===== src/rtl/hbw_pkg.sv =====
package hbw_pkg;
  typedef enum logic [1:0] {
    REG_DISP = 2'd0,
    REG_CTRL = 2'd1,
    REG_SYM  = 2'd2,
    REG_NONE = 2'd3
  } region_e;

  // control -> datapath strobes
  typedef struct packed {
    logic       capture;  // take busData into the current slot
    logic [2:0] slot;     // byte position inside the frame
    logic       fire;     // frame complete, issue write this cycle
  } ctl_cmd_t;
endpackage


===== src/rtl/hbw_ctrl.sv =====
module hbw_ctrl
  import hbw_pkg::*;
#(
  parameter int SYNC_STAGES = 2,
  parameter int FRAME_BYTES = 5
) (
  input  logic     clk,
  input  logic     autoClearN,
  input  logic     wrClk,
  input  logic     chipSelN,
  output ctl_cmd_t cmd
);
  localparam int CW = $clog2(FRAME_BYTES);

  logic [SYNC_STAGES:0]   clkPipe;
  logic [SYNC_STAGES-1:0] csPipe;
  logic [CW-1:0]          slotCnt;
  logic                   fireQ;
  logic                   rising;
  logic                   csLow;
  logic                   lastSlot;

  always_ff @(posedge clk or negedge autoClearN) begin
    if (!autoClearN) begin
      clkPipe <= '0;
      csPipe  <= '1;
    end else begin
      clkPipe <= {clkPipe[SYNC_STAGES-1:0], wrClk};
      csPipe  <= {csPipe[SYNC_STAGES-2:0], chipSelN};
    end
  end

  assign rising   = clkPipe[SYNC_STAGES-1] & ~clkPipe[SYNC_STAGES];
  assign csLow    = ~csPipe[SYNC_STAGES-1];
  assign lastSlot = (slotCnt == CW'(FRAME_BYTES - 1));

  always_ff @(posedge clk or negedge autoClearN) begin
    if (!autoClearN) begin
      slotCnt <= '0;
      fireQ   <= 1'b0;
    end else begin
      fireQ <= rising & csLow & lastSlot;
      if (!csLow)
        slotCnt <= '0;
      else if (rising)
        slotCnt <= lastSlot ? '0 : slotCnt + 1'b1;
    end
  end

  assign cmd.capture = rising & csLow;
  assign cmd.slot    = 3'(slotCnt);
  assign cmd.fire    = fireQ;
endmodule


===== src/rtl/hbw_datapath.sv =====
module hbw_datapath
  import hbw_pkg::*;
#(
  parameter int BYTE_W = 8,
  parameter int ADDR_W = 10,
  parameter int DATA_W = 18,
  parameter int ADDR_BYTES = 2,
  parameter int NUM_CTRL = 9,
  parameter logic [ADDR_W-1:0] DISP_LAST  = 'h2A7,
  parameter logic [ADDR_W-1:0] CTRL_FIRST = 'h2A8,
  parameter logic [ADDR_W-1:0] CTRL_LAST  = 'h2B0,
  parameter logic [ADDR_W-1:0] SYM_FIRST  = 'h300,
  parameter logic [ADDR_W-1:0] SYM_LAST   = 'h36C
) (
  input  logic                       clk,
  input  logic                       autoClearN,
  input  ctl_cmd_t                   cmd,
  input  logic [BYTE_W-1:0]          busData,
  output logic [2:0]                 regionWe,
  output logic [ADDR_W-1:0]          wrAddr,
  output logic [DATA_W-1:0]          wrData,
  output logic [NUM_CTRL*DATA_W-1:0] ctrlRegs
);
  logic [ADDR_W-1:0] addrReg, addrNext;
  logic [DATA_W-1:0] dataReg, dataNext;
  region_e           region;

  always_comb begin
    for (int i = 0; i < ADDR_W; i++)
      addrNext[i] = (cmd.capture && cmd.slot == 3'(i / BYTE_W))
                    ? busData[i % BYTE_W] : addrReg[i];
    for (int i = 0; i < DATA_W; i++)
      dataNext[i] = (cmd.capture && cmd.slot == 3'(ADDR_BYTES + i / BYTE_W))
                    ? busData[i % BYTE_W] : dataReg[i];
  end

  always_ff @(posedge clk or negedge autoClearN) begin
    if (!autoClearN) begin
      addrReg <= '0;
      dataReg <= '0;
    end else begin
      addrReg <= addrNext;
      dataReg <= dataNext;
    end
  end

  always_comb begin
    if (addrReg <= DISP_LAST)
      region = REG_DISP;
    else if (addrReg >= CTRL_FIRST && addrReg <= CTRL_LAST)
      region = REG_CTRL;
    else if (addrReg >= SYM_FIRST && addrReg <= SYM_LAST)
      region = REG_SYM;
    else
      region = REG_NONE;
  end

  always_comb begin
    regionWe = '0;
    if (cmd.fire && region != REG_NONE)
      regionWe[region] = 1'b1;
  end

  for (genvar g = 0; g < NUM_CTRL; g++) begin : g_ctrl
    logic [DATA_W-1:0] word;
    always_ff @(posedge clk or negedge autoClearN) begin
      if (!autoClearN)
        word <= '0;
      else if (cmd.fire && region == REG_CTRL && addrReg == CTRL_FIRST + ADDR_W'(g))
        word <= dataReg;
    end
    assign ctrlRegs[g*DATA_W +: DATA_W] = word;
  end

  assign wrAddr = addrReg;
  assign wrData = dataReg;
endmodule


===== src/rtl/host_byte_writer.sv =====
module host_byte_writer
  import hbw_pkg::*;
#(
  parameter int BYTE_W = 8,
  parameter int ADDR_W = 10,
  parameter int DATA_W = 18,
  parameter int SYNC_STAGES = 2,
  parameter logic [ADDR_W-1:0] DISP_LAST  = 'h2A7,
  parameter logic [ADDR_W-1:0] CTRL_FIRST = 'h2A8,
  parameter logic [ADDR_W-1:0] CTRL_LAST  = 'h2B0,
  parameter logic [ADDR_W-1:0] SYM_FIRST  = 'h300,
  parameter logic [ADDR_W-1:0] SYM_LAST   = 'h36C,
  localparam int NUM_CTRL = int'(CTRL_LAST - CTRL_FIRST) + 1
) (
  input  logic                       clk,
  input  logic                       autoClearN,
  input  logic                       chipSelN,
  input  logic                       wrClk,
  input  logic [BYTE_W-1:0]          busData,
  output logic [2:0]                 regionWe,
  output logic [ADDR_W-1:0]          wrAddr,
  output logic [DATA_W-1:0]          wrData,
  output logic [NUM_CTRL*DATA_W-1:0] ctrlRegs
);
  localparam int ADDR_BYTES  = (ADDR_W + BYTE_W - 1) / BYTE_W;
  localparam int DATA_BYTES  = (DATA_W + BYTE_W - 1) / BYTE_W;
  localparam int FRAME_BYTES = ADDR_BYTES + DATA_BYTES;

  ctl_cmd_t cmd;

  hbw_ctrl #(
    .SYNC_STAGES(SYNC_STAGES),
    .FRAME_BYTES(FRAME_BYTES)
  ) u_ctrl (
    .clk(clk),
    .autoClearN(autoClearN),
    .wrClk(wrClk),
    .chipSelN(chipSelN),
    .cmd(cmd)
  );

  hbw_datapath #(
    .BYTE_W(BYTE_W), .ADDR_W(ADDR_W), .DATA_W(DATA_W),
    .ADDR_BYTES(ADDR_BYTES), .NUM_CTRL(NUM_CTRL),
    .DISP_LAST(DISP_LAST), .CTRL_FIRST(CTRL_FIRST), .CTRL_LAST(CTRL_LAST),
    .SYM_FIRST(SYM_FIRST), .SYM_LAST(SYM_LAST)
  ) u_dp (
    .clk(clk),
    .autoClearN(autoClearN),
    .cmd(cmd),
    .busData(busData),
    .regionWe(regionWe),
    .wrAddr(wrAddr),
    .wrData(wrData),
    .ctrlRegs(ctrlRegs)
  );
endmodule


===== config.mk =====
export PLATFORM = sky130hd
export DESIGN_NAME = host_byte_writer
export DESIGN_NICKNAME = d
export VERILOG_FILES = /design/src/rtl/hbw_pkg.sv /design/src/rtl/hbw_ctrl.sv /design/src/rtl/hbw_datapath.sv /design/src/rtl/host_byte_writer.sv
export SDC_FILE = /design/constraint.sdc
export NUM_CORES = 1
export LEC_CHECK = 0
export ABC_AREA = 1
export BUFFER_PORTS_ARGS = -buffer_cell sky130_fd_sc_hd__clkbuf_2
export CAP_MARGIN = 40
export CELL_PAD_IN_SITES_DETAIL_PLACEMENT = 1
export CELL_PAD_IN_SITES_GLOBAL_PLACEMENT = 2
export CORE_ASPECT_RATIO = 0.75
export CORE_UTILIZATION = 32
export CTS_BUF_LIST = sky130_fd_sc_hd__clkbuf_8 sky130_fd_sc_hd__clkbuf_16
export DETAILED_ROUTE_END_ITERATION = 8
export PLACE_DENSITY_LB_ADDON = 0.1
export SETUP_SLACK_MARGIN = 0.02
export SLEW_MARGIN = 15
export SYNTH_ARGS = -nofsm -noshare
export SYNTH_HDL_FRONTEND = slang
export SYNTH_SLANG_ARGS = --single-unit

===== constraint.sdc =====
create_clock -name clk -period 1.8 [get_ports clk]
set_input_delay 0.27 -clock clk [delete_from_list [all_inputs] [get_ports clk]]
set_output_delay 0.27 -clock clk [all_outputs]
set_load 0.005 [all_outputs]

# [Yosys cells after proc, flatten, opt, wreduce, memory -nomap -nowiden]
# Cells that the tools add are included.
[totals] ff_bits=199 input_bits=12 out_inout_bits=193
[classes] n_addsub=1 n_lt_le_gt_ge=7 n_eq_ne=15 muxes=9 n_bitwise=5 reduce_logical=21
[ops] operator="$eq 10x10->1 const B" n=9
[ops] operator="$le 10x10->1 const B" n=3
[ops] operator="$ge 10x10->1 const B" n=2
[ops] operator="$logic_and 1x1->1" n=19
[ops] operator="$mux 3" n=4
[ops] operator="$eq 3x2->1 const B" n=2
[ops] operator="$mux 2" n=2
[ops] operator="$add 3x1->3 const B" n=1
[ops] operator="$and 1x1->1" n=3
[ops] operator="$eq 3x1->1 const B" n=1
[ops] operator="$eq 3x3->1 const B" n=1
[ops] operator="$logic_not 3->1" n=1
[ops] operator="$lt 2x3->1 const B" n=1
[ops] operator="$demux 1 s2" n=1
[ops] operator="$eq 2x1->1 const B" n=1
[ops] operator="$ge 2x1->1 const B" n=1
[ops] operator="$mux 1" n=2
[ops] operator="$ne 2x2->1 const B" n=1
[ops] operator="$not 1->1" n=2
[ops] operator="$reduce_bool 2->1" n=1

# [Longest topological paths before layout]
[logic_depth] depth_word=10 ltp_mapped=11

# [Cells and area by module]
# From an unflattened synthesis, not the netlist that was laid out.
[unflattened] hier_cells=925 area_unflattened_um2=8189.1
[modules_own_cells] module="hbw_datapath" instances=1 cells_per_inst=891 area_each_um2=7827.5 seq_area_each_um2=4754.6
[modules_own_cells] module="hbw_ctrl" instances=1 cells_per_inst=34 area_each_um2=361.6 seq_area_each_um2=227.7

# [Worst setup path after synthesis]
# No wires, ideal clock.
[synth_timing] kind="register to register" startpoint="register u_dp.addrReg[1] (netlist: u_dp.wrAddr[1])" endpoint="register u_dp.g_ctrl[0].word[10]" setup_time_ns=0.116 arrival_ns=1.540 setup_slack_ns=0.144 stages_incl_launch_ff=11 path_buffers=2 synth_period_minus_slack_ns=1.656 cell_sequence="dfrtp_1 > inv_1 > nand2_1 > nor2_1 > nand3_1 > nand2_1 > buf_6 > nand4_2 > buf_6 > nand2_1 > nand2_1"
[synth_between] elab_chain_cells=8 word_cells_on_any_way=14 cone_classes="5 x order compare; 2 x eq/ne; 3 x mux; 4 x reduce/logical"
[synth_lines] item="from (decl)" line="hbw_datapath.sv:24" source="logic [ADDR_W-1:0] addrReg, addrNext;"
[synth_lines] item="from (signal assigned)" line="hbw_datapath.sv:42" source="addrReg <= addrNext;"
[synth_lines] item="$ge 10x10->1 or $le 10x10->1 (tied branches)" line="hbw_datapath.sv:52" source="else if (addrReg >= SYM_FIRST && addrReg <= SYM_LAST)"
[synth_lines] item="$logic_and 1x1->1" line="hbw_datapath.sv:52"
[synth_lines] item="$mux 1" line="hbw_datapath.sv:52"
[synth_lines] item="$mux 2" line="hbw_datapath.sv:50" source="else if (addrReg >= CTRL_FIRST && addrReg <= CTRL_LAST)"
[synth_lines] item="$mux 2" line="hbw_datapath.sv:48" source="if (addrReg <= DISP_LAST)"
[synth_lines] item="$eq 2x1->1" line="hbw_datapath.sv:69" source="else if (cmd.fire && region == REG_CTRL && addrReg == CTRL_FIRST + ADDR_W'(g))"
[synth_lines] item="$logic_and 1x1->1" line="hbw_datapath.sv:69"
[synth_lines] item="$logic_and 1x1->1 (*)" line="hbw_datapath.sv:69"
[synth_lines] item="to (signal assigned)" line="hbw_datapath.sv:70" source="word <= dataReg;"
[synth_lines] item="to (decl)" line="hbw_datapath.sv:65" source="logic [DATA_W-1:0] word;"
# Every way passes the cells marked *; elsewhere a longest branch is shown, timed or not.
# A chain may end at the register's enable or synchronous reset.

# [Final worst setup path]
[layout_timing] startpoint="register u_dp.addrReg[6] (netlist: u_dp.wrAddr[6])" endpoint="output regionWe[1]"
[layout_between] elab_chain_cells=10 word_cells_on_any_way=18 cone_classes="7 x order compare; 1 x eq/ne; 6 x mux; 4 x reduce/logical"
[layout_lines] item="$ge 10x10->1 or $le 10x10->1 (tied branches)" line="hbw_datapath.sv:52"
[layout_lines] item="$logic_and 1x1->1" line="hbw_datapath.sv:52"
[layout_lines] item="$mux 1" line="hbw_datapath.sv:52"
[layout_lines] item="$mux 2" line="hbw_datapath.sv:50"
[layout_lines] item="$mux 2 (*)" line="hbw_datapath.sv:48"
[layout_lines] item="$lt 2x3->1 (implied by the code) or $ge 2x1->1 (tied branches)" line="hbw_datapath.sv:61" source="regionWe[region] = 1'b1;"
[layout_lines] item="$logic_and 1x1->1 (implied by the code)" line="hbw_datapath.sv:61"
[layout_lines] item="$mux 1 (implied by the code)" line="hbw_datapath.sv:61"
[layout_lines] item="$demux 1 s2"
[layout_lines] item="$mux 3 (*)" line="hbw_datapath.sv:60" source="if (cmd.fire && region != REG_NONE)"
[layout_lines] item="to (decl)" line="host_byte_writer.sv:20" source="output logic [2:0] regionWe,"
# Marked as above.

==> flow_summary.json <==
{
  "drive_above_1_share_pct": 33.00,
  "rsz0062_at_grt": "true",
  "finalWirelength_um": 28740,
  "fillers": 3004,
  "cts_tree": "done",
  "p_switching_w": 0.002968,
  "critPathBufInv": 4,
  "final_nets": 1198,
  "dpl.hpwl_um": 19130,
  "hold_viol": 0,
  "syn_area_per_cell_um2": 9.163,
  "post-route-period-util_pct": 117.2,
  "setup_viol": 165,
  "cp.arrival_ns": 1.84,
  "wire_per_inst_um": 18.76,
  "p_seq_share_pct": 46.8,
  "min_to": "u_dp.wrData[2]$_DFFE_PN0P_",
  "ant_nets": 0,
  "overflow": 0,
  "grt_pass1_wl_um": 43800,
  "hold_depth": 3,
  "crit_top_cell": "nand3_2",
  "io_pins": 205,
  "p_int_w": 0.007412,
  "area_growth_pct": 34.72,
  "vias": 6948,
  "core-area_um2": 25270,
  "cts-root-buf": "clkbuf_16",
  "fin_ws_ns": -0.3105,
  "gp_congestion": 0.8791,
  "violations": "negative setup slack",
  "cp.required_ns": 1.53,
  "netlist_instances": 910,
  "hold_path_class": "input pin to register",
  "die-area_um2": 26710,
  "max_freq_mhz": 473.8,
  "clock-sinks": 199,
  "grt_pass1_vias": 7081,
  "min-delay-start": "busData[2]",
  "grt_antenna_before_repair": 0,
  "final_common_cell": "nand2_1",
  "p_leak_nw": 6.616,
  "dpl_cell_area_um2": 9952,
  "cpPeakStageDelay_ns": 0.45,
  "initial_core_util_pct": 32.99,
  "vdd_drop_max_v": 0.0006303,
  "drtPass1Iterations": 4,
  "criticalPathCategory": "register to output port",
  "chipWidth_um": 188.4,
  "grt_max_degree": 50,
  "combPwrFrac_pct": 13.0,
  "cts_buffer_depth": 2,
  "syn_nets": 927,
  "end_kind": "output port",
  "path_cells": "inv_1 > nand2_2 > nor2_1 > nand3_2 > nand2_4 > nand3_2 > buf_12 > inv_4 > buf_6",
  "clk_latency_ns": 0.45,
  "reg2reg_depth": 12,
  "cts_made_buffers": 17,
  "fin_worst_skew_ns": 0.01950,
  "grt_usage_pct": 21.98,
  "switching_share_pct": 28.59,
  "drt_iter0_markers": 376,
  "tightest_slew_ns": 0.6175,
  "diodes": 0,
  "clk_pin_slew_ns": 0.07,
  "worstPathMaxFanout": 5,
  "stdcell_area_um2": 11230,
  "critPathLaunchType": "register",
  "power_w": 0.01038,
  "maxCapViolCount": 0,
  "relSlewSlack_pct": 58.83,
  "path_delay_family": "simple AND/OR/NAND/NOR gates",
  "cp_slowest_cell": "dfrtp_2",
  "synth_warnings": 0,
  "route.detailed.drc": 0,
  "slew_violations": 0,
  "min_period_ns": 2.110,
  "r2r-start": "u_dp.wrAddr[6]$_DFFE_PN0P_",
  "status": "finished with violations",
  "syn_area_um2": 8338,
  "timing.rr.end": "u_dp.g_ctrl[2].word[11]$_DFFE_PN0P_",
  "powerDensity_nw_per_um2": 924.0,
  "placementRows": 50,
  "layout_common_cells": "523 x nand2_1, 201 x clkbuf_2, 187 x dfrtp_1",
  "dieHeight_um": 141.8,
  "r2r_setup_slack_ns": -0.17,
  "clockPowerShare_pct": 40.2,
  "vias_per_cell": 4.535,
  "portBuffers": 204,
  "synthDistinctLibCells": 27,
  "ys_ff_latch": 199,
  "htree_levels": 4,
  "ys_seq_area_share_pct": 59.75
}
sequential cells by signal, indices dropped and copies added (netlist names):
signal and count:
u_dp.g_ctrl.word 162, u_ctrl.clkPipe 3, u_ctrl.fireQ 1, u_ctrl.slotCnt 3
u_ctrl.csPipe 2, u_dp.wrData 18, u_dp.wrAddr 10
cells in the mapped netlist (all sizes together):
master / count / share of area [%]
nand4: 9 / 2.2
ha: 5 / 0.75
o22ai: 1 / 0.075
inv: 38 / 1.7
clkbuf: 10 / 0.45
o21ai: 33 / 2.1
nor3: 2 / 0.18
nand2: 535 / 24
nand3: 17 / 1.1
dfstp: 2 / 0.63
o21bai: 1 / 0.090
nor2: 27 / 3.1
buf: 33 / 4.4
dfrtp: 197 / 59
final cells by class:
| class | count | area (um2) | area share (%) |
|---|---|---|---|
| well taps | 338 | 422.9 | 3.765 |
| repair buffers | 295 | 2126 | 18.92 |
| inverters | 38 | 145.1 | 1.292 |
| flip-flops and latches | 199 | 4995 | 44.46 |
| multi-input cells | 630 | 2922 | 26.01 |
| clock buffers | 18 | 439.2 | 3.910 |
| clock inverters | 14 | 183.9 | 1.637 |
power groups by stage:
stage / Clock (W) / Sequential [W] / Combinational [W]
final: 0.00417 / 0.00486 / 0.00135
after global placement: 0 / 0.00492 / 0.00102
after CTS: 0.00429 / 0.00483 / 0.00116
after floorplan: 0 / 0.00477 / 0.000529
after global routing: 0.00442 / 0.00488 / 0.00147
after detailed placement: 0 / 0.00492 / 0.00103
cells by family after synthesis:
logic type,Yosys count,share of synthesized area (%)
buf+inv,81,6.558
flops,199,59.75
fa+ha+maj,5,0.7503
compound gates,35,2.281
simple gates,590,30.66
tightest hold or removal path, stage by stage:
cell	delay, ns
clkbuf_2	0.08
inv_1	0.11
o21ai_0	0.10
layer usage:
layer  GRT usage [%]  part of all wire [%]  vias to the layer above
li1                -                     -                     3317
met1           33.07                    50                     3458
met2           32.36                    45                      156
met3           4.477                   4.1                       17
met4           4.754                  0.91                        0
met5               0                     0                        -
repair_timing:
item / in CTS / in global routing
gates resized for setup: 17 / 47
endpoints found under the hold margin: 39 / 0
cloned: 0 / 2
pin swaps: 12 / 18
setup buffers: 24 / 10
setup endpoints to repair: 142 / 167
hold buffers: 3 / 0
per-stage QoR:
| stage | setup WS (ns) | hold WS [ns] | util, % | setup TNS, ns | cells |
|---|---|---|---|---|---|
| global route | -0.4086 | 0.1843 | 44.45 | -34.44 | 1532 |
| global placement | -0.05924 | 0.2466 | 39.38 | -1.459 | 1461 |
| finish | -0.3105 | 0.1604 | 44.45 | -16.66 | 1532 |
| CTS | -0.2617 | 0.1528 | 43.45 | -27.16 | 1520 |
| floorplan | 0.1438 | -0.02559 | - | 0 | 910 |
| detailed placement | -0.06766 | 0.2440 | 39.38 | -2.318 | 1461 |
how the worst max path moves through the flow:
stage,from,endpoint,slack (ns),cells after the start
floorplan,u_dp.wrAddr[1]$_DFFE_PN0P_,u_dp.g_ctrl[0].word[10]$_DFFE_PN0P_,0.14,10
global placement,u_dp.wrAddr[6]$_DFFE_PN0P_,u_dp.g_ctrl[6].word[6]$_DFFE_PN0P_,-0.06,9
detailed placement,u_dp.wrAddr[6]$_DFFE_PN0P_,u_dp.g_ctrl[6].word[12]$_DFFE_PN0P_,-0.07,9
CTS,u_dp.wrAddr[3]$_DFFE_PN0P_,regionWe[1],-0.26,9
global route,u_dp.wrAddr[6]$_DFFE_PN0P_,regionWe[1],-0.41,9
finish,u_dp.wrAddr[6]$_DFFE_PN0P_,regionWe[1],-0.31,9
No activity file was read; power rests on OpenSTA's default activity.
